<file path="src/rtl/erss_pkg.sv">
// Package: shared default sizing for the event rate supervisor.
// Assumes: counters are unsigned and no wider than 16 bits in practice.
package erss_pkg;
    parameter int unsigned ERSS_DEF_SRCS  = 4;
    parameter int unsigned ERSS_DEF_CNT_W = 8;
endpackage

</file>
<file path="src/rtl/erss_counter.sv">
// Module: per-source event down-counter.
// Loads the preset on reset and at each window end, and lowers the count
// by one per event, saturating at zero.
// Assumes: win_i is a single-cycle strobe; an event arriving with the
// strobe belongs to the new window.
module erss_counter #(
    parameter int unsigned CW = 8
) (
    input  logic          clk,
    input  logic          rst_n,
    input  logic          evt_i,
    input  logic          win_i,
    input  logic [CW-1:0] preset_i,
    output logic [CW-1:0] cnt_o
);
    logic [CW-1:0] cnt_q;
    logic          at_zero;
    logic          preset_zero;

    assign at_zero     = (cnt_q == '0);
    assign preset_zero = (preset_i == '0);
    assign cnt_o       = cnt_q;

    // Purpose: reload at reset and window end, otherwise count events down.
    always_ff @(posedge clk) begin
        if (!rst_n) begin
            cnt_q <= preset_i;
        end else if (win_i) begin
            cnt_q <= (evt_i && !preset_zero) ? preset_i - 1'b1 : preset_i;
        end else if (evt_i && !at_zero) begin
            cnt_q <= cnt_q - 1'b1;
        end
    end

    // one event lowers the count by one
    p_dec_by_one_r2: assert property (@(posedge clk) disable iff (!rst_n)
        (!win_i && evt_i && cnt_q != '0) |=> (cnt_q == $past(cnt_q) - 1'b1));
    // no event, no strobe, no change
    p_hold_idle_r2: assert property (@(posedge clk) disable iff (!rst_n)
        (!win_i && !evt_i) |=> $stable(cnt_q));
    // zero is sticky between strobes
    p_no_wrap_r3: assert property (@(posedge clk) disable iff (!rst_n)
        (!win_i && cnt_q == '0) |=> (cnt_q == '0));
    // after a strobe the count is never above the preset that was loaded
    p_reload_r6: assert property (@(posedge clk) disable iff (!rst_n)
        win_i |=> (cnt_q <= $past(preset_i)));
endmodule

</file>
<file path="src/rtl/erss_flag.sv">
// Module: inclusive two-sided limit check with a sticky error flag.
// The flag is set only at a window-end strobe when the count lies outside
// [lo, hi]. It is cleared by clr_i, and a new violation wins over the clear.
// Assumes: cnt_i is the count of the window that is ending.
module erss_flag #(
    parameter int unsigned CW = 8
) (
    input  logic          clk,
    input  logic          rst_n,
    input  logic          win_i,
    input  logic          clr_i,
    input  logic [CW-1:0] cnt_i,
    input  logic [CW-1:0] lo_i,
    input  logic [CW-1:0] hi_i,
    output logic          err_o
);
    logic err_q;
    logic out_of_range;

    assign out_of_range = (cnt_i < lo_i) || (cnt_i > hi_i);
    assign err_o        = err_q;

    // Purpose: sticky flag, set at a failing window end, cleared on request.
    always_ff @(posedge clk) begin
        if (!rst_n) begin
            err_q <= 1'b0;
        end else if (win_i && out_of_range) begin
            err_q <= 1'b1;
        end else if (clr_i) begin
            err_q <= 1'b0;
        end
    end

    // a flag rises only after a strobe
    p_set_on_strobe_r4: assert property (@(posedge clk) disable iff (!rst_n)
        $rose(err_q) |-> $past(win_i));
    // a failing count at the strobe raises the flag
    p_violation_flags_r5: assert property (@(posedge clk) disable iff (!rst_n)
        (win_i && (cnt_i < lo_i || cnt_i > hi_i)) |=> err_q);
    // flag holds without a clear
    p_sticky_r8: assert property (@(posedge clk) disable iff (!rst_n)
        (err_q && !clr_i) |=> err_q);
    // a clear without a strobe drops the flag
    p_clear_r8: assert property (@(posedge clk) disable iff (!rst_n)
        (clr_i && !win_i) |=> !err_q);
endmodule

</file>
<file path="src/rtl/event_rate_supervisor.sv">
// Module: top of the multi-source event rate supervisor.
// One counter and one limit-checking flag per source; the combined error
// is the OR of all flags.
// Assumes: the window strobe is produced externally and is one cycle wide;
// the preset and limit buses are packed with source s at [s*CW +: CW].
module event_rate_supervisor #(
    parameter int unsigned NSRC = erss_pkg::ERSS_DEF_SRCS,
    parameter int unsigned CW   = erss_pkg::ERSS_DEF_CNT_W
) (
    input  logic               clk,
    input  logic               rst_n,
    input  logic [NSRC-1:0]    evt_i,
    input  logic               win_end_i,
    input  logic [NSRC*CW-1:0] preset_i,
    input  logic [NSRC*CW-1:0] lim_lo_i,
    input  logic [NSRC*CW-1:0] lim_hi_i,
    input  logic               err_clr_i,
    output logic [NSRC-1:0]    src_err_o,
    output logic               any_err_o
);
    localparam int unsigned BUS_W = NSRC * CW;

    logic [BUS_W-1:0] cnt_bus;

    // Purpose: one counter/flag pair per supervised source.
    for (genvar s = 0; s < NSRC; s++) begin : g_src
        erss_counter #(.CW(CW)) u_cnt (
            .clk      (clk),
            .rst_n    (rst_n),
            .evt_i    (evt_i[s]),
            .win_i    (win_end_i),
            .preset_i (preset_i[s*CW +: CW]),
            .cnt_o    (cnt_bus[s*CW +: CW])
        );
        erss_flag #(.CW(CW)) u_flag (
            .clk   (clk),
            .rst_n (rst_n),
            .win_i (win_end_i),
            .clr_i (err_clr_i),
            .cnt_i (cnt_bus[s*CW +: CW]),
            .lo_i  (lim_lo_i[s*CW +: CW]),
            .hi_i  (lim_hi_i[s*CW +: CW]),
            .err_o (src_err_o[s])
        );
    end

    // Purpose: combined error summary.
    assign any_err_o = |src_err_o;

    // the summary changes only together with some per-source flag
    p_summary_tracks_r9: assert property (@(posedge clk) disable iff (!rst_n)
        $rose(any_err_o) |-> (src_err_o != '0));
endmodule

</file>
<file path="config.mk">
export PLATFORM = sky130hd
export DESIGN_NAME = event_rate_supervisor
export DESIGN_NICKNAME = d
export VERILOG_FILES = /design/src/rtl/erss_pkg.sv /design/src/rtl/erss_counter.sv /design/src/rtl/erss_flag.sv /design/src/rtl/event_rate_supervisor.sv
export SDC_FILE = /design/constraint.sdc
export NUM_CORES = 1
export LEC_CHECK = 0
export BUFFER_PORTS_ARGS = -buffer_cell sky130_fd_sc_hd__clkbuf_2
export CELL_PAD_IN_SITES_DETAIL_PLACEMENT = 1
export CELL_PAD_IN_SITES_GLOBAL_PLACEMENT = 1
export CORE_MARGIN = 2
export CORE_UTILIZATION = 40
export DETAILED_ROUTE_END_ITERATION = 16
export HOLD_SLACK_MARGIN = 0.15
export PLACE_DENSITY = 0.91
export SLEW_MARGIN = 5
export SYNTH_ARGS = -nofsm -noshare
export SYNTH_HDL_FRONTEND = slang
export SYNTH_SLANG_ARGS = --single-unit
</file>
<file path="constraint.sdc">
create_clock -name clk -period 2.1 [get_ports clk]
set_input_delay 0.315 -clock clk [delete_from_list [all_inputs] [get_ports clk]]
set_output_delay 0.315 -clock clk [all_outputs]
set_load 0.05 [all_outputs]
</file>
Word level (Yosys, flattened, before mapping). Index checks and enable logic that the tools add are counted.

Register bits after elaboration: 36. Input bits: 104. Output and inout bits: 5.

Add/sub/neg operators: 8. $lt $le $gt $ge: 8. Eq/ne operators: 4. Mux-type cells: 21. Reductions and logical operators: 37.

Operators by type and width (number): 2-to-1 mux 8 bit (16); zero test 8 bit (8); subtractor 8 x 1 -> 8 bit, second input constant (8); greater-than comparator 8 bit (4); < comparator 8 bit (4); logical AND 1 bit (12); inequality test 3 x 1 -> 1 bit, second input constant (4); zero test 1 bit (8); nonzero test 2 bit (4); 2-to-1 mux 1 bit (5); logical OR 1 bit (4); OR reduction 4 bit (1).

Depth between registers and ports, before layout. Gate-level depths: netlist of the first run.

Depth in word-level cells: 6. Mapped depth: 6. Depth with buffers taken out: 6.

Hierarchy. Synthesis of the first run repeated with hierarchy kept, for this count alone.

Cells, all modules: 570. Area total of the unflattened synthesis: 4659.5 sq um.

Modules (own cells, without submodules): erss_counter (g_src[0].u_cnt ...) (instances 3, cells an instance 89, area an instance 747.0 sq um); erss_flag (instances 4, cells an instance 55, area an instance 416.6 sq um); erss_counter (g_src[2].u_cnt) (instances 1, cells an instance 82, area an instance 744.5 sq um); event_rate_supervisor (instances 1, cells an instance 1, area an instance 7.5 sq um).

Least setup slack after synthesis of the first run. No wires, ideal clock.

Kind: input-to-reg. Start: input port preset_i[0]. End: register g_src[0].u_cnt.cnt_q[0] (data pin). Library setup time: 256 ps. Arrival time: 1531 ps. Required time: 1844 ps. Path slack: 313 ps. Stages: 6. Buffers on the path: 0. Cells stage by stage: inv_1 -> ha_1 -> nor3b_1 -> nand2_1 -> a41o_1 -> a22o_1.

Longest elaborated chain between the ends: 6. Elaborated cells between the ends (all ways): 7. Classes of those cells: add/sub (1); mux (3); reduce/logical (3).

Ends and longest elaborated chain: from (decl) (RTL line event_rate_supervisor.sv:14) `input logic [NSRC*CW-1:0] preset_i,`; parallel branches: the longest is 5 deep, another holds subtractor 8 x 1 -> 8 bit; 2-to-1 mux 8 bit * (RTL line erss_counter.sv:26) `if (!rst_n) begin`; to (signal assigned) (RTL line erss_counter.sv:27) `cnt_q <= preset_i;`; to (signal assigned) (RTL line erss_counter.sv:29) `cnt_q <= (evt_i && !preset_zero) ? preset_i - 1'b1 : preset_i;`; to (signal assigned) (RTL line erss_counter.sv:31) `cnt_q <= cnt_q - 1'b1;`; to (decl) (RTL line erss_counter.sv:16) `logic [CW-1:0] cnt_q;`.

Every way passes the cells marked *. A chain may end at the register's enable or synchronous reset.

Worst setup path in the final report of the first run.
Start: register g_src[1].u_cnt.cnt_q[1]. End: register g_src[1].u_cnt.cnt_q[5] (data pin).

Longest elaborated chain between the ends: 4.

Ends and longest elaborated chain: from (decl) (RTL line erss_counter.sv:16); from (signal assigned) (RTL line erss_counter.sv:27); from (signal assigned) (RTL line erss_counter.sv:29); from (signal assigned) (RTL line erss_counter.sv:31); subtractor 8 x 1 -> 8 bit (RTL line erss_counter.sv:31); 2-to-1 mux 8 bit (RTL line erss_counter.sv:30) `end else if (evt_i && !at_zero) begin`; 2-to-1 mux 8 bit (RTL line erss_counter.sv:28) `end else if (win_i) begin`; 2-to-1 mux 8 bit (RTL line erss_counter.sv:26).

No other way between the ends. The select of a mux whose other input is x is not followed.

==> results of run 1 <==
## logic make-up (layout without fill, tap and decap cells)
group,count (synthesis),after routing
fa+ha+maj,72,72
buf+inv,98,213
simple gates,177,177
xor+xnor,24,24
flops,36,36
mux,13,13
compound gates,128,128
## state kept, by name, indices dropped and copies added, names as in the netlist
signal              cells
g_src.u_cnt.cnt_o      32
g_src.u_flag.err_o      4
## path summary, 6_finish.rpt
kind                            cells after the start  slack [ns]                      end
worst max-delay path                                4        0.15  g_src[1].u_cnt.cnt_o[5]
worst min-delay path                                2        0.39  g_src[1].u_cnt.cnt_o[0]
worst max register to register                      4        0.15  g_src[1].u_cnt.cnt_o[5]
worst min register to register                      1        0.51    g_src[3].u_flag.err_o
## per-layer routing
layer / global-route usage [%] / vias to the layer above
met3: 2.68 / 21
met5: 0 / -
met4: 7.24 / 0
met2: 46.6 / 152
met1: 27.3 / 2256
li1: - / 2264
## layout make-up
type,instances,area [um2],share of cell area (%)
multi-input combinational,414,3150,57.2
sequential,36,1040,18.9
timing repair buffer,129,698,12.7
inverter,76,285,5.18
tap,143,179,3.25
clock buffer,8,156,2.84
## stage by stage
step	area, um2	setup WS, ns
after CTS	5510	0.145
after global routing	5510	0.0242
after global placement	5350	0.176
after detailed placement	5350	0.124
after floorplan	4590	0.313
final	5510	0.145
## repair_timing
action	CTS	global route
setup endpoints to repair	0	9
resized for setup	0	2
hold endpoints to repair	0	0
## power groups by stage
| stage | logic (mW) | registers, mW | clock network, mW |
|---|---|---|---|
| finish | 1.09 | 1.03 | 0.794 |
| global route | 1.22 | 1.04 | 0.824 |
| CTS | 1.09 | 1.03 | 0.790 |
| detailed placement | 1.08 | 1.04 | 0 |
| global placement | 0.991 | 1.03 | 0 |
| floorplan | 0.714 | 0.989 | 0 |
## critical path: stages, from the launching register on
cell      delay, ns
edfxtp_1       0.47
or3_1          0.46
nor3_1         0.28
xor2_1         0.13
a221o_1        0.36
## cell usage after synthesis (all sizes together) (9+ instances only)
cell and n:
nor2 37, nand4 14, nor4 10, clkbuf 9, a21oi 21, nor3 14, nand3 13, ha 72
nand2 37, nor2b 15, o22ai 10, buf 13, edfxtp 32, o21ai 18, a211oi 18, xor2 16
mux2i 13, inv 76
## cell usage in the layout, fill, tap and decap left out, types with 7 or more instances in the layout
master and count:
nand3_1 13, edfxtp_1 32, clkbuf_2 108, xor2_1 16, ha_1 72, a21oi_1 21
mux2i_1 13, o22ai_1 10, o21ai_0 18, nor4_1 8, nand4_1 14, buf_4 21
nand2_1 36, a211oi_1 18, inv_1 76, nor3_1 13, nor2_1 37, a221o_1 7
xnor2_1 8, nor2b_1 15
==> key figures, run 1 <==
Logic synthesis
  • Yosys reg bits: 36
  • Post-synthesis async set-or-reset flop share: 0%
  • Register area share after synthesis: 22.7%
  • Synth top area share: 20.9%
  • Post-synth EDFFs: 32
  • Yosys warns: 0
  • Mean area per synthesized cell: 8.38 um2
  • Ys flop type: edfxtp_1
  • XOR/XNOR share of the synthesized area: 4.58%
  • Post-synthesis compound-gate area fraction: 20.1%
  • Top cells by area, synth: edfxtp_1 21%, ha_1 20%, inv_1 6.2%
  • Post-synth top area cell: edfxtp_1
  • Post-synth cell types: 59
  • Post-Syn Nets: around 720
  • Main combinational cell family by area after synthesis: simple AND/OR/NAND/NOR gates
  • Cell count after synthesis: 548
  • Multiplexer share of the synthesized area: under 10%
  • Synth Cell Area: 4590 um2
  • Post-synthesis simple-gate area fraction: 21.4%
  • Synth Area in Adders: 19.6%

Pwr
  • Pint: 1.87 mW
  • Max VDD drop: 0.000334 V
  • Total Power: ~2.9 mW
  • Leakage Power: roughly 2.6 nW
  • Switching Fraction: 35.7%
  • Comb power frac: 37.4%
  • Reg power frac: 35.3%
  • Pwr Density: approximately 530 nW/um2
  • Psw: roughly 1.0 mW
  • Clk pwr share: 27.3%

Drt
  • Total number of vias: 4693
  • ANT nets after route: 0
  • Top routing layer in use: met4
  • Initial DRC count: 201
  • DR WL/cell: 18.3 um
  • Met3 wire len: approximately 720 um
  • Met2 WL: 7760 um
  • Drc violations: 0
  • Via/cell ratio: between 5 and 6
  • Final WL: 14700 um
  • Pre-Repair DR Iteration Count: 5
  • Met1 wire length: 6000 um

Placement
  • DP HPWL: around 12000 um
  • PortBufs: approximately 110
  • Dpl cells: about 800
  • RD Place Congestion: 0.908

Floorplan
  • Die H: 111 um
  • Std-Cell Core Area: 11300 um2
  • I/O pin cnt: 109
  • Starting Density: ~41%
  • Row count: 39
  • Full die area: 12300 um2
  • Die width: 111 um

Setup path
  • Crit. End Element: register
  • Arr. time, crit path: 1.98 ns
  • CP startpoint kind: register
  • Worst setup path startpoint: g_src[1].u_cnt.cnt_o[1]
  • Req. time, crit path: 2.12 ns
  • CP Class: register to register
  • Reg2Reg Launch Point: g_src[1].u_cnt.cnt_o[1]
  • Crit Path Max Fanout: 5

Clock network
  • Clk slew on worst S/H paths: 0.05 ns
  • Hold Buf Count CTS: 0
  • Setup bufs post-CTS: 0
  • Root Driver: clkbuf_16
  • Clock sinks: 36
  • Skew-Pair Late Insertion Delay: around 0.28 ns
  • TritonCTS clock tree: built
  • Clock buffer depth: 2
  • Num CTS Buffers: 5
  • H-tree levels: 2

Global routing
  • Grt ovf: 0
  • Largest net degree at the start of global routing: 22
  • Number of global-route vias before repair: 5190
  • First-pass GRT wire length: about 25000 um
  • GRT Resource Usage Total: 24.0%
  • Initial antenna violation count: 0

Timing
  • Final period utilization: 93.1%
  • Endpoints failing setup: 0
  • RSZ-0062 raised after global routing: false
  • Worst slew margin: around 60%
  • Crit path time final: 1.95 ns
  • Peak Freq: about 0.5 GHz
  • Setup TNS: 0 ns
  • Least-Margin Pin Slew: 0.594 ns
  • Hold WS: 0.389 ns
  • Final hold violation count: 0
  • Final Max Slew Viols: 0
  • Setup Skew: 0.00204 ns

Cells and area
  • Nets: 838
  • Layout cells sized above 1: 22.5%
  • Finished Core Util: about half
  • Fillers: 1411
  • Final non-filler cell total: 806
  • # diodes: 0
  • Area Growth Syn to Fin: 20.0%

Worst hold path
  • Hold_sp: preset_i[8]
  • Hold crit path type: input pin to register

Run status
  • Outcome: completed

Flow run
  • Max-cap violation count: 0
Power figures use the tool's default switching activity.
==> inputs of run 2 (changes only) <==
--- a/config.mk
+++ b/config.mk
@@ -6,9 +6,9 @@
 export NUM_CORES = 1
 export LEC_CHECK = 0
 export BUFFER_PORTS_ARGS = -buffer_cell sky130_fd_sc_hd__clkbuf_2
+export CAP_MARGIN = 40
 export CELL_PAD_IN_SITES_DETAIL_PLACEMENT = 1
 export CELL_PAD_IN_SITES_GLOBAL_PLACEMENT = 1
-export CORE_MARGIN = 2
 export CORE_UTILIZATION = 40
 export DETAILED_ROUTE_END_ITERATION = 16
 export HOLD_SLACK_MARGIN = 0.15
==> run 2 against run 1 <==
  * Flip-flop and latch count unchanged
  * Clock skew increased by 0.0057 ns
  * Global-route usage increased by 1.0 points
  * Wire length decreased by 2.9%
  * First-iteration DRC count decreased by 28%
  * Sequential share of layout area decreased by 0.12 points
  * Via count decreased by 0.70%
==> key figures, run 2 (same netlist as run 1, synthesis figures left out) <==
Timing
  • Hold WS: 0.385 ns
  • Least-Margin Pin Slew: 0.652 ns
  • Final hold violation count: 0
  • Peak Freq: 0.501 GHz
  • RSZ-0062 raised after global routing: false
  • Final period utilization: 95.0%
  • Crit path time final: 2.00 ns
  • Endpoints failing setup: 0
  • Smallest setup slack after layout: ~0.10 ns
  • Setup Skew: 0.00772 ns
  • Final Max Slew Viols: 0
  • Worst slew margin: between 50% and 60%

Setup path
  • Worst Path Buf+Inv: 0
  • Arr. time, crit path: around 2.2 ns
  • CP max stage cell: a2111oi_1
  • Crit Path Max Fanout: 6
  • Reg2Reg Launch Point: g_src[2].u_cnt.cnt_o[2]
  • Req. time, crit path: 2.32 ns
  • CP Class: register to register
  • Worst setup path startpoint: g_src[2].u_cnt.cnt_o[2]
  • Crit-path max cell delay: 0.55 ns
  • Crit. End Element: register
  • Critical path destination: g_src[2].u_flag.err_o
  • R2r setup slk: 0.10 ns
  • Reg2reg end: g_src[2].u_flag.err_o
  • Worst path depth: 5
  • Cell Chain, Critical Path: ha_1 > a211oi_1 > o21ai_0 > a2111oi_1 > a2111o_1
  • Reg2reg path depth: 5
  • CP startpoint kind: register
  • Delay-heaviest family, CP: compound AO/OA/AOI/OAI gates

Cells and area
  • Nets: 839
  • Cell area after layout: roughly 5500 um2
  • Layout cells sized above 1: ~23%
  • Commonest non-fill, non-tap cell in the layout: clkbuf_2
  • Area Growth Syn to Fin: 20.7%
  • Fillers: 1401
  • Area of the multi-input gates: about 3200 um2
  • Most frequent cells in the layout: 108 x clkbuf_2, 76 x inv_1, 72 x ha_1
  • # diodes: 0
  • Max reg flops: 32
  • Finished Core Util: 50.2%
  • FF/Latch Area: 1040 um2

Drt
  • Pre-Repair DR Iteration Count: 4
  • Drc violations: 0
  • Initial DRC count: about 150
  • Via/cell ratio: 5.80
  • Final WL: 14300 um
  • DR WL/cell: ~18 um
  • Total number of vias: approximately 4700
  • ANT nets after route: 0

Global routing
  • Largest net degree at the start of global routing: 25
  • Grt ovf: 0
  • GRT Resource Usage Total: between 20% and 30%
  • Initial antenna violation count: 0
  • Number of global-route vias before repair: around 5000
  • First-pass GRT wire length: approximately 23000 um

Clock network
  • H-tree levels: 2
  • TritonCTS clock tree: built
  • Clock sinks: 36
  • CTS resizes: 2
  • Hold Buf Count CTS: 0
  • Num CTS Buffers: 5
  • Root Driver: clkbuf_16
  • Skew-Pair Late Insertion Delay: 0.28 ns
  • Setup bufs post-CTS: 0
  • Clk slew on worst S/H paths: ~0.06 ns
  • Clock buffer depth: 2

Floorplan
  • Std-Cell Core Area: 11000 um2
  • Starting Density: a little over two fifths
  • Die width: about 110 um
  • Row count: 38
  • Full die area: 11900 um2
  • Die H: 109 um
  • I/O pin cnt: 109

Pwr
  • Leakage Power: around 2.6 nW
  • Pwr Density: 536 nW/um2
  • Total Power: 2.97 mW
  • Max VDD drop: 0.000320 V

Placement
  • Worst slack at placement: -0.145 ns
  • PortBufs: 108
  • DP HPWL: 11900 um
  • RD Place Congestion: 0.923
  • Area after DPL: 5350 um2

Run status
  • Outcome: completed

Worst hold path
  • Hold crit path type: input pin to register

Flow run
  • Max-cap violation count: 0
==> run 2: cell types whose count changed in the layout (fill, tap and decap cells not counted), sizes merged <==
| cell | delta |
|---|---|
| clkbuf | -3 |
| bufinv | +1 |
| buf | +1 |
| clkinv | +1 |
| clkinvlp | +1 |
==> run 2: per-layer routing <==
layer	GRT usage (%)	up-vias	wire, um
met5	0	-	0
met4	7.34	0	153
met3	3.29	16	574
met2	48.7	124	7660
met1	27.8	2247	5920
li1	-	2273	-
==> run 2: layout make-up <==
cell class / instances / share of cell area, %
flip-flops and latches: 36 / 18.8
repair buffers: 130 / 12.7
well taps: 140 / 3.16
multi-input cells: 414 / 57.2
clock inverters: 3 / 0.767
clock buffers: 5 / 2.26
inverters: 76 / 5.15
==> run 2: power breakdown <==
part           switching, mW  total (mW)  internal [mW]
registers              0.130        1.02          0.889
clock network          0.302       0.860          0.558
logic                  0.612        1.09          0.480
==> run 2: worst min-delay path by stage <==
stage,from,endpoint,slack [ns],cells past startpoint
floorplan,g_src[0].u_flag.err_o,g_src[0].u_flag.err_o,0.46,1
global placement,g_src[1].u_flag.err_o,g_src[1].u_flag.err_o,0.48,1
detailed placement,g_src[3].u_flag.err_o,g_src[3].u_flag.err_o,0.51,1
CTS,preset_i[0],g_src[0].u_cnt.cnt_o[0],0.38,2
global route,preset_i[16],g_src[2].u_cnt.cnt_o[0],0.41,2
finish,preset_i[16],g_src[2].u_cnt.cnt_o[0],0.38,2
==> run 2: worst reg2reg max path, cell delays in order, from the launching register on <==
cell and delay, ns:
edfxtp_1 0.50, ha_1 0.34, a211oi_1 0.24, o21ai_0 0.15, a2111oi_1 0.55, a2111o_1 0.17
==> run 2: per-stage QoR <==
step           setup TNS [ns]  cells
2_1_floorplan               0    548
3_3_place_gp                0    796
3_5_place_dp           -0.323    796
4_1_cts                     0    804
5_1_grt                     0    804
6_report                    0    804
